[config.mk]
export PLATFORM = sky130hd
export DESIGN_NAME = edge_stamp_capture
export DESIGN_NICKNAME = d
export VERILOG_FILES = /design/src/rtl/cap_pkg.sv /design/src/rtl/cap_sync.sv /design/src/rtl/cap_filter.sv /design/src/rtl/cap_edge.sv /design/src/rtl/cap_store.sv /design/src/rtl/edge_stamp_capture.sv
export SDC_FILE = /design/constraint.sdc
export NUM_CORES = 1
export LEC_CHECK = 0
export ABC_AREA = 1
export BUFFER_PORTS_ARGS = -buffer_cell sky130_fd_sc_hd__buf_2
export CAP_MARGIN = 10
export CORE_ASPECT_RATIO = 1.5
export CORE_UTILIZATION = 41
export CTS_BUF_LIST = sky130_fd_sc_hd__clkbuf_16
export CTS_CLUSTER_SIZE = 40
export DETAILED_ROUTE_END_ITERATION = 16
export MAX_ROUTING_LAYER = met4
export PLACE_DENSITY_LB_ADDON = 0.12
export REMOVE_ABC_BUFFERS = 1
export SLEW_MARGIN = 15
export SYNTH_ARGS = -nofsm -noshare
export SYNTH_HDL_FRONTEND = slang
export SYNTH_SLANG_ARGS = --single-unit
[constraint.sdc]
create_clock -name clk -period 1.05 [get_ports clk]
set_input_delay 0.1575 -clock clk [delete_from_list [all_inputs] [get_ports clk]]
set_output_delay 0.1575 -clock clk [all_outputs]
set_load 0.02 [all_outputs]
[src/rtl/cap_pkg.sv]
// Package: shared definitions for the input capture unit.
// Assumes: nothing beyond a SystemVerilog 2017 compiler.
package cap_pkg;
    typedef enum logic {
        EDGE_FALL = 1'b0,
        EDGE_RISE = 1'b1
    } edge_sel_e;

    // Returns 1 when every bit of a sample window holds the same value.
    function automatic logic window_agrees(input logic [7:0] win, input int len);
        logic all_hi;
        logic all_lo;
        all_hi = 1'b1;
        all_lo = 1'b1;
        for (int i = 0; i < 8; i++) begin
            if (i < len) begin
                all_hi &= win[i];
                all_lo &= ~win[i];
            end
        end
        return all_hi | all_lo;
    endfunction
endpackage

[src/rtl/cap_sync.sv]
// Module: flop-chain synchronizer for the asynchronous capture pin.
// Assumes: STAGES >= 2; the reset level of the chain is 0, so the pin
// should idle low while reset is applied.
module cap_sync #(
    parameter int STAGES = 2
) (
    input  logic clk,
    input  logic rst_n,
    input  logic d_async,
    output logic d_sync
);
    logic [STAGES-1:0] chain;

    genvar g;
    generate
        for (g = 0; g < STAGES; g++) begin : g_stage
            // Purpose: shift the pin one stage deeper each clock.
            always_ff @(posedge clk) begin
                if (!rst_n) begin
                    chain[g] <= 1'b0;
                end else if (g == 0) begin
                    chain[g] <= d_async;
                end else begin
                    chain[g] <= chain[(g == 0) ? 0 : g-1];
                end
            end
        end
    endgenerate

    assign d_sync = chain[STAGES-1];
endmodule

[src/rtl/cap_filter.sv]
// Module: glitch filter. When enabled, the output takes a new level only
// after DEPTH consecutive stored samples agree. When disabled, the output
// follows the input with one register of delay, so enabling the filter
// adds exactly DEPTH cycles of latency.
// Assumes: 1 <= DEPTH <= 8.
module cap_filter #(
    parameter int DEPTH = 4
) (
    input  logic clk,
    input  logic rst_n,
    input  logic en,
    input  logic din,
    output logic dout
);
    import cap_pkg::*;

    logic [DEPTH-1:0] hist;
    logic [7:0]       win;

    // Purpose: zero-extend the history into the fixed-width window.
    always_comb begin
        win = '0;
        win[DEPTH-1:0] = hist;
    end

    generate
        if (DEPTH == 1) begin : g_short
            // Purpose: hold the single most recent sample.
            always_ff @(posedge clk) begin
                if (!rst_n) hist <= '0;
                else        hist <= din;
            end
        end else begin : g_long
            // Purpose: shift the newest sample into the history window.
            always_ff @(posedge clk) begin
                if (!rst_n) hist <= '0;
                else        hist <= {hist[DEPTH-2:0], din};
            end
        end
    endgenerate

    // Purpose: update the clean level, either directly or on agreement.
    always_ff @(posedge clk) begin
        if (!rst_n) begin
            dout <= 1'b0;
        end else if (!en) begin
            dout <= din;
        end else if (window_agrees(win, DEPTH)) begin
            dout <= hist[0];
        end
    end
endmodule

[src/rtl/cap_edge.sv]
// Module: edge detector. Compares the clean level with its value one
// cycle earlier and pulses hit for one cycle on the selected polarity.
// Assumes: level is glitch-free and synchronous to clk.
module cap_edge (
    input  logic clk,
    input  logic rst_n,
    input  logic level,
    input  logic rise_sel,
    output logic hit
);
    import cap_pkg::*;

    logic      prev;
    edge_sel_e sel;

    // Purpose: remember the level seen at the previous clock.
    always_ff @(posedge clk) begin
        if (!rst_n) prev <= 1'b0;
        else        prev <= level;
    end

    // Purpose: pick the transition polarity that counts as an event.
    always_comb begin
        sel = edge_sel_e'(rise_sel);
        if (sel == EDGE_RISE) hit = level & ~prev;
        else                  hit = ~level & prev;
    end
endmodule

[src/rtl/cap_store.sv]
// Module: capture register and sticky flag. A capture beats a same-cycle
// flag clear; bus writes land only while capture is blocked.
// Assumes: hit is a single-cycle pulse.
module cap_store #(
    parameter int W = 16
) (
    input  logic         clk,
    input  logic         rst_n,
    input  logic         hit,
    input  logic         block,
    input  logic [W-1:0] stamp,
    input  logic         clr,
    input  logic         wr,
    input  logic [W-1:0] wdata,
    output logic [W-1:0] value,
    output logic         flag
);
    logic take;

    // Purpose: a capture commits only while the register is not TOP.
    assign take = hit & ~block;

    // Purpose: load the register from a capture or from the bus.
    always_ff @(posedge clk) begin
        if (!rst_n)          value <= '0;
        else if (take)       value <= stamp;
        else if (wr && block) value <= wdata;
    end

    // Purpose: set the flag on capture, clear it on strobe, set wins.
    always_ff @(posedge clk) begin
        if (!rst_n)    flag <= 1'b0;
        else if (take) flag <= 1'b1;
        else if (clr)  flag <= 1'b0;
    end
endmodule

[src/rtl/edge_stamp_capture.sv]
// Module: input capture unit top. Chains synchronizer, glitch filter,
// edge detector and capture store, and forms the interrupt request.
// Assumes: count_val is synchronous to clk; the pin idles low in reset.
module edge_stamp_capture #(
    parameter int CNT_W      = 16,
    parameter int SYNC_DEPTH = 2,
    parameter int FILT_DEPTH = 4
) (
    input  logic             clk,
    input  logic             rst_n,
    input  logic             pin_in,
    input  logic [CNT_W-1:0] count_val,
    input  logic             filt_en,
    input  logic             edge_rise,
    input  logic             cap_block,
    input  logic             flag_clr,
    input  logic             irq_en,
    input  logic             wr_en,
    input  logic [CNT_W-1:0] wr_data,
    output logic [CNT_W-1:0] cap_value,
    output logic             cap_flag,
    output logic             irq
);
    logic sync_pin;
    logic clean_pin;
    logic edge_hit;

    cap_sync #(.STAGES(SYNC_DEPTH)) u_sync (
        .clk(clk), .rst_n(rst_n), .d_async(pin_in), .d_sync(sync_pin)
    );

    cap_filter #(.DEPTH(FILT_DEPTH)) u_filt (
        .clk(clk), .rst_n(rst_n), .en(filt_en), .din(sync_pin), .dout(clean_pin)
    );

    cap_edge u_edge (
        .clk(clk), .rst_n(rst_n), .level(clean_pin), .rise_sel(edge_rise), .hit(edge_hit)
    );

    cap_store #(.W(CNT_W)) u_store (
        .clk(clk), .rst_n(rst_n), .hit(edge_hit), .block(cap_block),
        .stamp(count_val), .clr(flag_clr), .wr(wr_en), .wdata(wr_data),
        .value(cap_value), .flag(cap_flag)
    );

    // Purpose: raise the interrupt while the flag is set and enabled.
    assign irq = cap_flag & irq_en;
endmodule

==> impl_metrics.ini <==
[outcome]
status = finished, violations left
violations = setup timing

[logic_synthesis]
synth_area_leader_cell = dfxtp_1
synth_top_family_by_area = simple AND/OR/NAND/NOR gates
muxShareOfSynthArea = 0
synth_cell_type_count = 18
syn_inst = 183
synth_compound_area_frac = 0.0822
synth_top_area_frac = 0.411
netlist_area_sq_um = 1220
yosysWarnings = 0
synthAdderAreaFrac = 0
ys_seq_area_frac = 0.411
ys_ff_latch = 25
syn_area_per_cell_sq_um = 6.65
synth-simple-area-share = 0.362
synth.top_cells.by_area = dfxtp_1 41%, nand2_1 18%, nand3_1 14%, inv_1 8.3%, a21oi_1 7.4%
synth_xor_area_frac = 0

[worst_hold_path]
min_from = pin_in
min_path_cells = 3
hold_class = input port to register
min_to = u_sync.chain[0]$_SDFF_PN0_

[critical_path]
worstPathRequired_ns = 1.24
cp.arrival_ns = 1.27
rrSetupSlack_ns = -0.03
end_kind = register
crit_path_cell_trace = inv_2 > nand3_2 > nand2_4 > nand2_4 > buf_12 > nand2_2 > nand2_2 > a21oi_2
cp_max_fo = 17
max_stage_delay_ns = 0.33
r2r-start = u_filt.dout$_SDFFE_PN0P_
path_delay_family = simple AND/OR/NAND/NOR gates
cp.buffers_inverters = 2
reg2regPathDepth = 8
worstSetupStartpointType = register
rr_endpoint = u_store.value[10]$_SDFFE_PN0P_
slowest_stage = dfxtp_2
worstSetupPathType = register to register

[cts]
clk_pin_slew_ns = 0.07
clk_path_buf_depth = 2
holdBufCountCts = 0
cts_sinks = 25
clkLatencyLatePin_ns = 0.26
cts_tree = yes
htree_levels = 1
cts_buffers = 3
cts_root_buffer = clkbuf_16

[timing]
hold_violations = 0
tightest_slew_ns = 0.291
fin_skew_ns = 0.00364
slew_headroom = 0.806
setup_slack_ns = -0.0306
clock.fmax_mhz = 925
post-route-period-util = 1.03
setup_viol = 7
post-route-min-period_ns = 1.08
rsz0062_at_grt = yes
maxSlewViolCount = 0

[finish]
drive_above_1_share = 0.407
layout_common_cells = 57 x buf_2, 48 x nand2_1, 30 x nand3_1, 26 x inv_1, 23 x dfxtp_1
final_common_cell = buf_2
antenna_cells = 0
fin_nets = 288
final_area_sq_um = 1740
finalNonFillerCells = 283
area_growth_syn_to_layout_pct = 43.3

[floorplanning]
start_util = 0.445
fp.dieArea_sq_um = 3200
fp-row-count = 23
core_sq_um = 2730
die_w_um = 46.5
boundaryPins = 59
die_y_um = 68.7

[drt]
drt_first_pass_iters = 4
ant_nets = 0
viasPerCell = 4.75
routed_wl_um = 2990
remaining_drc_errors = 0
drt-initial-drc-count = 31
wire_per_inst_um = 10.6
via_count = 1345

[global_routing]
grt_overflow_total = 0
grt_usage = 0.205
grt_max_degree = 18
grt_pass1_wl_um = 4730
grt_pass1_vias = 1203
antenna_found_initial = 0

[placement]
placed_cell_area_sq_um = 1590
gp_congestion = 0.804
dp_cells = 278
io_buffer_count = 58
dp_hpwl_um = 2110

[power_and_ir_drop]
p_per_area_nw_per_um2 = 1310
ir_drop_mv = 0.990
p_leak_nw = 0.977

[job]
maxCapViolCount = 0
-- worst reg2reg max path: cells and delay by family (launching register included) --
family	cells	cell delay (ns)
flops	1	0.33
buf+inv	2	0.22
simple gates	5	0.35
compound gates	1	0.12
-- cells in the mapped netlist --
cell type / number
a21oi_1: 18
buf_2: 3
buf_4: 1
buf_6: 2
clkbuf_1: 2
clkbuf_4: 1
clkinv_1: 1
dfxtp_1: 25
inv_1: 27
inv_2: 3
nand2_1: 58
nand2_2: 1
nand2_4: 2
nand3_1: 33
nand3_2: 2
nor2_1: 1
nor3_1: 1
o21ai_0: 2
-- repair_timing --
action	4_1_cts	5_1_grt
setup buffers	0	1
gates resized for setup	9	15
endpoints found under the setup margin	16	17
-- sequential cells by signal (all words and copies together) (netlist names) --
register / flops
u_filt.hist: 4
u_edge.prev: 1
u_store.value: 16
u_sync.d_sync: 1
u_store.flag: 1
u_filt.dout: 1
u_sync.chain: 1
-- area by class of cell --
cell class                 instances  area, sq um
fill                             282          990
multi-input combinational        118          596
sequential                        25          503
timing repair buffer              68          400
inverter                          31          116
clock buffer                       3         75.1
tap                               37         46.3
clock inverter                     1         7.51
-- layer usage --
metal	routed length [um]	GRT usage	vias to the layer above
met3	99	0.0260	2
met4	20	0.0662	0
met2	1600	0.370	30
met1	1270	0.225	619
li1	-	-	694
met5	0	-	-
-- worst max-delay path by stage --
stage / startpoint / to / slack, ns / cells past startpoint
floorplan: u_filt.dout$_SDFFE_PN0P_ / u_store.value[15]$_SDFFE_PN0P_ / -0.05 / 7
global placement: u_filt.dout$_SDFFE_PN0P_ / u_store.value[4]$_SDFFE_PN0P_ / -0.04 / 6
detailed placement: u_filt.dout$_SDFFE_PN0P_ / u_store.value[3]$_SDFFE_PN0P_ / -0.05 / 6
CTS: u_filt.dout$_SDFFE_PN0P_ / u_store.value[8]$_SDFFE_PN0P_ / -0.02 / 8
global route: u_filt.dout$_SDFFE_PN0P_ / u_store.value[2]$_SDFFE_PN0P_ / -0.09 / 8
finish: u_filt.dout$_SDFFE_PN0P_ / u_store.value[10]$_SDFFE_PN0P_ / -0.03 / 8
-- logic make-up after synthesis --
| family | after synthesis |
|---|---|
| AO/OA/AOI/OAI | 20 |
| buffers and inverters | 40 |
| flip-flops | 25 |
| AND/OR/NAND/NOR | 98 |
-- per-stage QoR --
step	setup WS (ns)	total power, mW	hold slack (ns)	TNS [ns]	utilization
floorplan	-0.0462	1.24	0.251	-0.735	-
global placement	-0.0432	1.42	0.340	-0.355	0.580
CTS	-0.0189	2.27	0.0824	-0.0584	0.620
finish	-0.0306	2.28	0.0800	-0.0884	0.638
detailed placement	-0.0483	1.42	0.348	-0.613	0.580
global route	-0.0893	2.39	0.0958	-1.18	0.638
-- power breakdown --
group | internal [mW] | switching [mW] | leakage, nW
Sequential | 0.999 | 0.0259 | 0.205
Clock | 0.516 | 0.331 | 0.0371
Combinational | 0.174 | 0.232 | 0.735
Total | 1.69 | 0.588 | 0.977
No activity file was read; power rests on OpenSTA's default activity.
